[src/rtl/pin_bank_pkg.sv]
`timescale 1ns/1ps
package pin_bank_pkg;
   // register byte offsets
   localparam int unsigned REG_DIR = 'h00;
   localparam int unsigned REG_ODE = 'h04;
   localparam int unsigned REG_LVL = 'h08;
   localparam int unsigned REG_EVT = 'h0C;
   localparam int unsigned REG_ENA = 'h10;
   localparam int unsigned REG_CTA = 'h14;
   localparam int unsigned REG_CTB = 'h18;

   // two-bit sense field encoding
   typedef enum logic [1:0] {
      SNS_BOTH = 2'b00,
      SNS_RISE = 2'b01,
      SNS_FALL = 2'b10,
      SNS_NONE = 2'b11
   } sense_e;
endpackage

[src/rtl/pin_sync.sv]
`timescale 1ns/1ps
module pin_sync #(
   parameter int W      = 32,
   parameter int STAGES = 2
) (
   input  logic         clk,
   input  logic         rst_n,
   input  logic [W-1:0] d,
   output logic [W-1:0] q
);
   generate
      if (STAGES < 2) begin : g_bad_depth
         $error("pin_sync needs at least two stages");
      end
   endgenerate

   logic [W-1:0] stage_q [STAGES];

   generate
      for (genvar s = 0; s < STAGES; s++) begin : g_stage
         always_ff @(posedge clk or negedge rst_n) begin
            if (!rst_n) begin
               stage_q[s] <= '0;
            end else begin
               if (s == 0) stage_q[s] <= d;
               else        stage_q[s] <= stage_q[(s == 0) ? 0 : s-1];
            end
         end
      end
   endgenerate

   assign q = stage_q[STAGES-1];
endmodule

[src/rtl/pin_edge_sense.sv]
`timescale 1ns/1ps
module pin_edge_sense
   import pin_bank_pkg::*;
#(
   parameter int NPINS      = 32,
   parameter int SENSE_BITS = 2
) (
   input  logic [NPINS-1:0] cur,
   input  logic [NPINS-1:0] prev,
   input  logic [NPINS-1:0] arm,
   input  logic [NPINS-1:0] ctl_a,
   input  logic [NPINS-1:0] ctl_b,
   output logic [NPINS-1:0] hit
);
   localparam int HALF = NPINS / 2;

   logic [NPINS-1:0] rise, fall;
   assign rise = cur & ~prev;
   assign fall = ~cur & prev;

   generate
      if (SENSE_BITS == 1) begin : g_one_bit
         logic [NPINS-1:0] unused_ctl_b;
         assign unused_ctl_b = ctl_b;
         for (genvar b = 0; b < NPINS; b++) begin : g_bit
            assign hit[b] = arm[b] & (fall[b] | (rise[b] & ~ctl_a[b]));
         end
      end else begin : g_two_bit
         for (genvar b = 0; b < NPINS; b++) begin : g_bit
            localparam int PIN = NPINS - 1 - b;
            localparam int POS = (HALF - 1 - (PIN % HALF)) * 2;
            sense_e sel;
            if (PIN < HALF) begin : g_lo
               assign sel = sense_e'(ctl_a[POS +: 2]);
            end else begin : g_hi
               assign sel = sense_e'(ctl_b[POS +: 2]);
            end
            assign hit[b] = arm[b] & (((sel == SNS_RISE) & rise[b]) |
                                      ((sel == SNS_FALL) & fall[b]) |
                                      ((sel == SNS_BOTH) & (rise[b] | fall[b])));
         end
      end
   endgenerate
endmodule

[src/rtl/pin_event_store.sv]
`timescale 1ns/1ps
module pin_event_store #(
   parameter int W = 32
) (
   input  logic         clk,
   input  logic         rst_n,
   input  logic [W-1:0] hit,
   input  logic [W-1:0] clr,
   output logic [W-1:0] evt_q
);
   always_ff @(posedge clk or negedge rst_n) begin
      if (!rst_n) evt_q <= '0;
      else        evt_q <= (evt_q & ~clr) | hit;   // new edge wins over clear
   end
endmodule

[src/rtl/pin_bank_ctrl.sv]
`timescale 1ns/1ps
module pin_bank_ctrl
   import pin_bank_pkg::*;
#(
   parameter int NPINS       = 32,
   parameter int AW          = 8,
   parameter int SENSE_BITS  = 2,
   parameter int SYNC_STAGES = 2
) (
   input  logic             clk,
   input  logic             rst_n,
   input  logic [AW-1:0]    bus_addr,
   input  logic             bus_we,
   input  logic [NPINS-1:0] bus_wdata,
   output logic [NPINS-1:0] bus_rdata,
   input  logic [NPINS-1:0] pad_in,
   output logic [NPINS-1:0] pad_oe,
   output logic [NPINS-1:0] pad_out,
   output logic             irq_out
);
   generate
      if (NPINS != 32) begin : g_bad_pins
         $error("pin_bank_ctrl register layout assumes 32 pins");
      end
      if (SENSE_BITS != 1 && SENSE_BITS != 2) begin : g_bad_sense
         $error("SENSE_BITS must be 1 or 2");
      end
      if (AW < 5) begin : g_bad_aw
         $error("AW too narrow for the register map");
      end
   endgenerate

   logic [NPINS-1:0] dir_q, ode_q, lvl_q, ena_q, cta_q, ctb_q;
   logic [NPINS-1:0] sync_lvl, prev_q, hit, clr, evt_q;

   function automatic logic sel(input logic [AW-1:0] a, input int unsigned off);
      return a == AW'(off);
   endfunction

   // configuration registers
   always_ff @(posedge clk or negedge rst_n) begin
      if (!rst_n) begin
         dir_q <= '0;
         ode_q <= '0;
         lvl_q <= '0;
         ena_q <= '0;
         cta_q <= '0;
      end else if (bus_we) begin
         if (sel(bus_addr, REG_DIR)) dir_q <= bus_wdata;
         if (sel(bus_addr, REG_ODE)) ode_q <= bus_wdata;
         if (sel(bus_addr, REG_LVL)) lvl_q <= bus_wdata;
         if (sel(bus_addr, REG_ENA)) ena_q <= bus_wdata;
         if (sel(bus_addr, REG_CTA)) cta_q <= bus_wdata;
      end
   end

   generate
      if (SENSE_BITS == 2) begin : g_ctb
         always_ff @(posedge clk or negedge rst_n) begin
            if (!rst_n)                                ctb_q <= '0;
            else if (bus_we && sel(bus_addr, REG_CTB)) ctb_q <= bus_wdata;
         end
      end else begin : g_no_ctb
         assign ctb_q = '0;
      end
   endgenerate

   // input path
   pin_sync #(.W(NPINS), .STAGES(SYNC_STAGES)) i_sync (
      .clk   (clk),
      .rst_n (rst_n),
      .d     (pad_in),
      .q     (sync_lvl)
   );

   always_ff @(posedge clk or negedge rst_n) begin
      if (!rst_n) prev_q <= '0;
      else        prev_q <= sync_lvl;
   end

   pin_edge_sense #(.NPINS(NPINS), .SENSE_BITS(SENSE_BITS)) i_sense (
      .cur   (sync_lvl),
      .prev  (prev_q),
      .arm   (~dir_q),
      .ctl_a (cta_q),
      .ctl_b (ctb_q),
      .hit   (hit)
   );

   assign clr = (bus_we && sel(bus_addr, REG_EVT)) ? bus_wdata : '0;

   pin_event_store #(.W(NPINS)) i_evt (
      .clk   (clk),
      .rst_n (rst_n),
      .hit   (hit),
      .clr   (clr),
      .evt_q (evt_q)
   );

   // read path
   always_comb begin
      bus_rdata = '0;
      if (sel(bus_addr, REG_DIR)) bus_rdata = dir_q;
      if (sel(bus_addr, REG_ODE)) bus_rdata = ode_q;
      if (sel(bus_addr, REG_LVL)) bus_rdata = (sync_lvl & ~dir_q) | (lvl_q & dir_q);
      if (sel(bus_addr, REG_EVT)) bus_rdata = evt_q;
      if (sel(bus_addr, REG_ENA)) bus_rdata = ena_q;
      if (sel(bus_addr, REG_CTA)) bus_rdata = cta_q;
      if (sel(bus_addr, REG_CTB)) bus_rdata = ctb_q;
   end

   // pad side
   assign pad_oe  = dir_q & ~(ode_q & lvl_q);
   assign pad_out = lvl_q;
   assign irq_out = |(evt_q & ena_q);
endmodule

[config.mk]
export PLATFORM = sky130hd
export DESIGN_NAME = pin_bank_ctrl
export DESIGN_NICKNAME = d
export VERILOG_FILES = /design/src/rtl/pin_bank_pkg.sv /design/src/rtl/pin_sync.sv /design/src/rtl/pin_edge_sense.sv /design/src/rtl/pin_event_store.sv /design/src/rtl/pin_bank_ctrl.sv
export SDC_FILE = /design/constraint.sdc
export NUM_CORES = 1
export LEC_CHECK = 0
export BUFFER_PORTS_ARGS = -buffer_cell sky130_fd_sc_hd__clkbuf_2
export CORE_MARGIN = 2
export CORE_UTILIZATION = 45
export CTS_CLUSTER_SIZE = 12
export DETAILED_ROUTE_END_ITERATION = 12
export SLEW_MARGIN = 25
export SYNTH_ARGS = -nofsm -noshare
export SYNTH_HDL_FRONTEND = slang
export SYNTH_SLANG_ARGS = --single-unit
[constraint.sdc]
create_clock -name clk -period 4.25 [get_ports clk]
set_input_delay 0.2125 -clock clk [delete_from_list [all_inputs] [get_ports clk]]
set_output_delay 0.2125 -clock clk [all_outputs]
set_load 0.1 [all_outputs]
==> results by group <==
Status
  – Outcome: completed

Setup path
  – Worst Setup Start Kind: input port
  – Reg2reg start: i_sync.q[16]$_DFF_PN0_
  – Worst Setup SP: bus_addr[3]
  – Setup CP Type: input port to output pin
  – Cell count of the worst reg-to-reg path: 4
  – R2R Path End: i_evt.evt_q[16]$_DFF_PN0_
  – R2r setup slk: 2800 ps
  – Worst path required time: 4040 ps
  – CP endpoint kind: output pin
  – CP arrival: 2850 ps
  – CP max FO: 36

GRT
  – Antenna violations before repair: 0
  – First-pass GRT wire length: 70180 um
  – Total gr overflow: 0
  – Vias in the first global route: 11320
  – GRT Util Overall: 0.2608
  – Largest net degree at the start of global routing: 118

Timing
  – Minimum clock period: 3067 ps
  – Setup-failing EPs final: 0
  – RSZ-0062 raised after global routing: no
  – Slew @ Worst Pin: 913.5 ps
  – Slew Limit Fails: 0
  – Tcrit/Tclk final: 0.7216
  – Min Hold Slack: 14.69 ps
  – Final-report hold violation count: 0
  – Fmax: 0.3261 GHz
  – Fin Setup TNS: 0 ps
  – Worst-case clock skew: 20.06 ps
  – Slew margin rel.: 0.3864

Logic synthesis
  – Yosys warning total: 0
  – Synth Flop Type: dfrtp_1
  – Syn Inst Count: 1291
  – Area of the mapped netlist: 15260 um^2
  – Yosys top cell by area: dfrtp_1
  – Number of library cell types mapped by synthesis: 35
  – Mapped Nets: 1430
  – Synthesis-stage register bit count: 320
  – Number of flops mapped to enable cells by yosys: 0
  – Async S/R FF share, synth: 1.000
  – Avg Cell Area, Syn: 11.82 um^2
  – Synth top area cells: dfrtp_1, mux2_2, ha_1
  – Sequential area share after synthesis: 0.5247
  – Share of the synthesized area in the top cell type: 0.5247

Route
  – Vias post-DR: 11430
  – Vias/cell: 5.770
  – Pre-antenna DRT Iters: 5
  – WL per Instance: 23.08 um
  – Post-DRT Antenna Nets: 0
  – DRT iter0 DRCs: 802
  – DRC viols: 0
  – Final WL: 45730 um

Layout
  – Area Overhead vs Synth: 23.14%
  – Area of the multi-input gates: 6649 um^2
  – N_diodes: 0
  – Final Util: 0.5619
  – Storage element area: 8008 um^2
  – Share of layout cells above drive strength 1: 0.2714
  – Final net count: 1646
  – # fillers: 2845

Clock tree
  – Clock Path Buffers: 3
  – Num CTS Buffers: 37
  – Worst-path clk slew: 60 ps
  – CTS tree: yes
  – Root buf cell: clkbuf_16
  – H-tree levels: 2
  – CTS sink count: 320
  – Clk Latency, worst-skew pair: 530 ps
  – Post-cts sizing count: 0

Worst hold path
  – Hold Startpoint: bus_wdata[29]
  – Worst min path class: input port to flip-flop
  – Hold endpoint: ctb_q[29]$_DFFE_PN0P_
  – Hold Path Stages: 2

Placed design
  – Dpl hpwl: 31480 um
  – RePlAce Congestion: 0.8557
  – Number of port buffers: 171

Floorplanning
  – Die area: 35400 um^2
  – Starting Density: 0.4563
  – Die Y-Extent: 188.2 um
  – Die X: 188.2 um
  – Core ar.: 33450 um^2
  – IO Count: 172
  – Cell Rows: 67

Power and ir drop
  – Static leakage: 9.108 nW
  – Maximum VDD drop: 300.6 uV
  – PwrDens: 396.8 nW/um^2

Job
  – Max-Cap Viols: 0
## critical path: stages
cell      delay, ps
clkbuf_2        290
buf_4           510
nor2b_1         340
nand3_1         540
buf_4           450
nor2_1          140
a31oi_1         120
buf_12          230
## area by class of cell
cell class | instances | share of cell area
timing repair buffer | 239 | 0.1047
clock buffer | 55 | 0.06045
tap | 448 | 0.02982
sequential | 320 | 0.4261
multi-input combinational | 811 | 0.3538
clock inverter | 10 | 0.005659
inverter | 98 | 0.01957
## worst max-delay path by stage
stage                             to  slack (ps)  cells past startpoint
6_report               bus_rdata[21]        1180                      8
5_1_grt                bus_rdata[21]        1080                      8
4_1_cts                bus_rdata[21]        1270                      8
3_5_place_dp   dir_q[21]$_DFFE_PN0P_        1200                      6
3_3_place_gp   dir_q[16]$_DFFE_PN0P_        1260                      6
2_1_floorplan             pad_oe[31]         950                      1
## cells in the final DEF (no fill, tap or decap), types with 38 or more instances in the layout
cell / instances
a31oi_1: 38
clkbuf_16: 39
clkbuf_2: 138
dfrtp_1: 320
ha_1: 64
inv_1: 96
mux2_1: 48
mux2_2: 144
mux2i_1: 56
nand2_1: 92
nor2_1: 67
## kinds of logic (layout without fill, tap and decap cells)
group | after synthesis | after routing | share of synthesized area
multiplexers | 248 | 248 | 0.1784
flip-flops | 320 | 320 | 0.5247
buffers and inverters | 160 | 402 | 0.04148
AO/OA/AOI/OAI | 290 | 290 | 0.1408
adder cells (fa/ha/maj) | 64 | 64 | 0.05247
AND/OR/NAND/NOR | 209 | 209 | 0.06222
## metal layers
metal | track usage | up-vias | wire length, um
met3 | 0.04323 | 96 | 2829
met4 | 0.09055 | 0 | 1610
li1 | - | 5083 | -
met1 | 0.3731 | 5816 | 20510
met5 | 0 | - | 0
met2 | 0.4025 | 436 | 20780
## through the flow
step                      power [mW]  setup slack [ps]  cells  cell area (um^2)
after floorplan                3.901             949.8   1291             15260
after CTS                      7.512              1267   1981             18790
after global routing           7.730              1078   1981             18790
after detailed placement       4.246              1203   1882             17210
final                          7.458              1183   1981             18790
after global placement         4.229              1264   1882             17210
## Yosys cell counts (33+ instances only)
master	count
nand2_1	92
nor2_1	67
a21o_1	33
o2bb2ai_1	34
mux2i_1	56
mux2_1	48
dfrtp_1	320
mux2_2	144
ha_1	64
clkbuf_1	36
inv_1	96
a31oi_1	38
## sequential cells by signal, summed over array words and instances, names as in the netlist
| register | flops |
|---|---|
| dir_q | 32 |
| i_evt.evt_q | 32 |
| ena_q | 32 |
| ctb_q | 32 |
| i_sync.q | 32 |
| ode_q | 32 |
| cta_q | 32 |
| prev_q | 32 |
| i_sync.stage_q | 32 |
| pad_out | 32 |
## power breakdown
part / switching (mW) / total [mW] / internal, mW
registers: 0.145 / 3.33 / 3.18
clock network: 1.27 / 3.24 / 1.97
logic: 0.606 / 0.893 / 0.287
total: 2.02 / 7.46 / 5.44
## what timing repair did
action                     CTS  global route
hold endpoints to repair   148             0
setup endpoints to repair    0             0
setup buffers                0             0
hold buffers                34             0
Note: power is estimated with default switching activity, not from simulation.
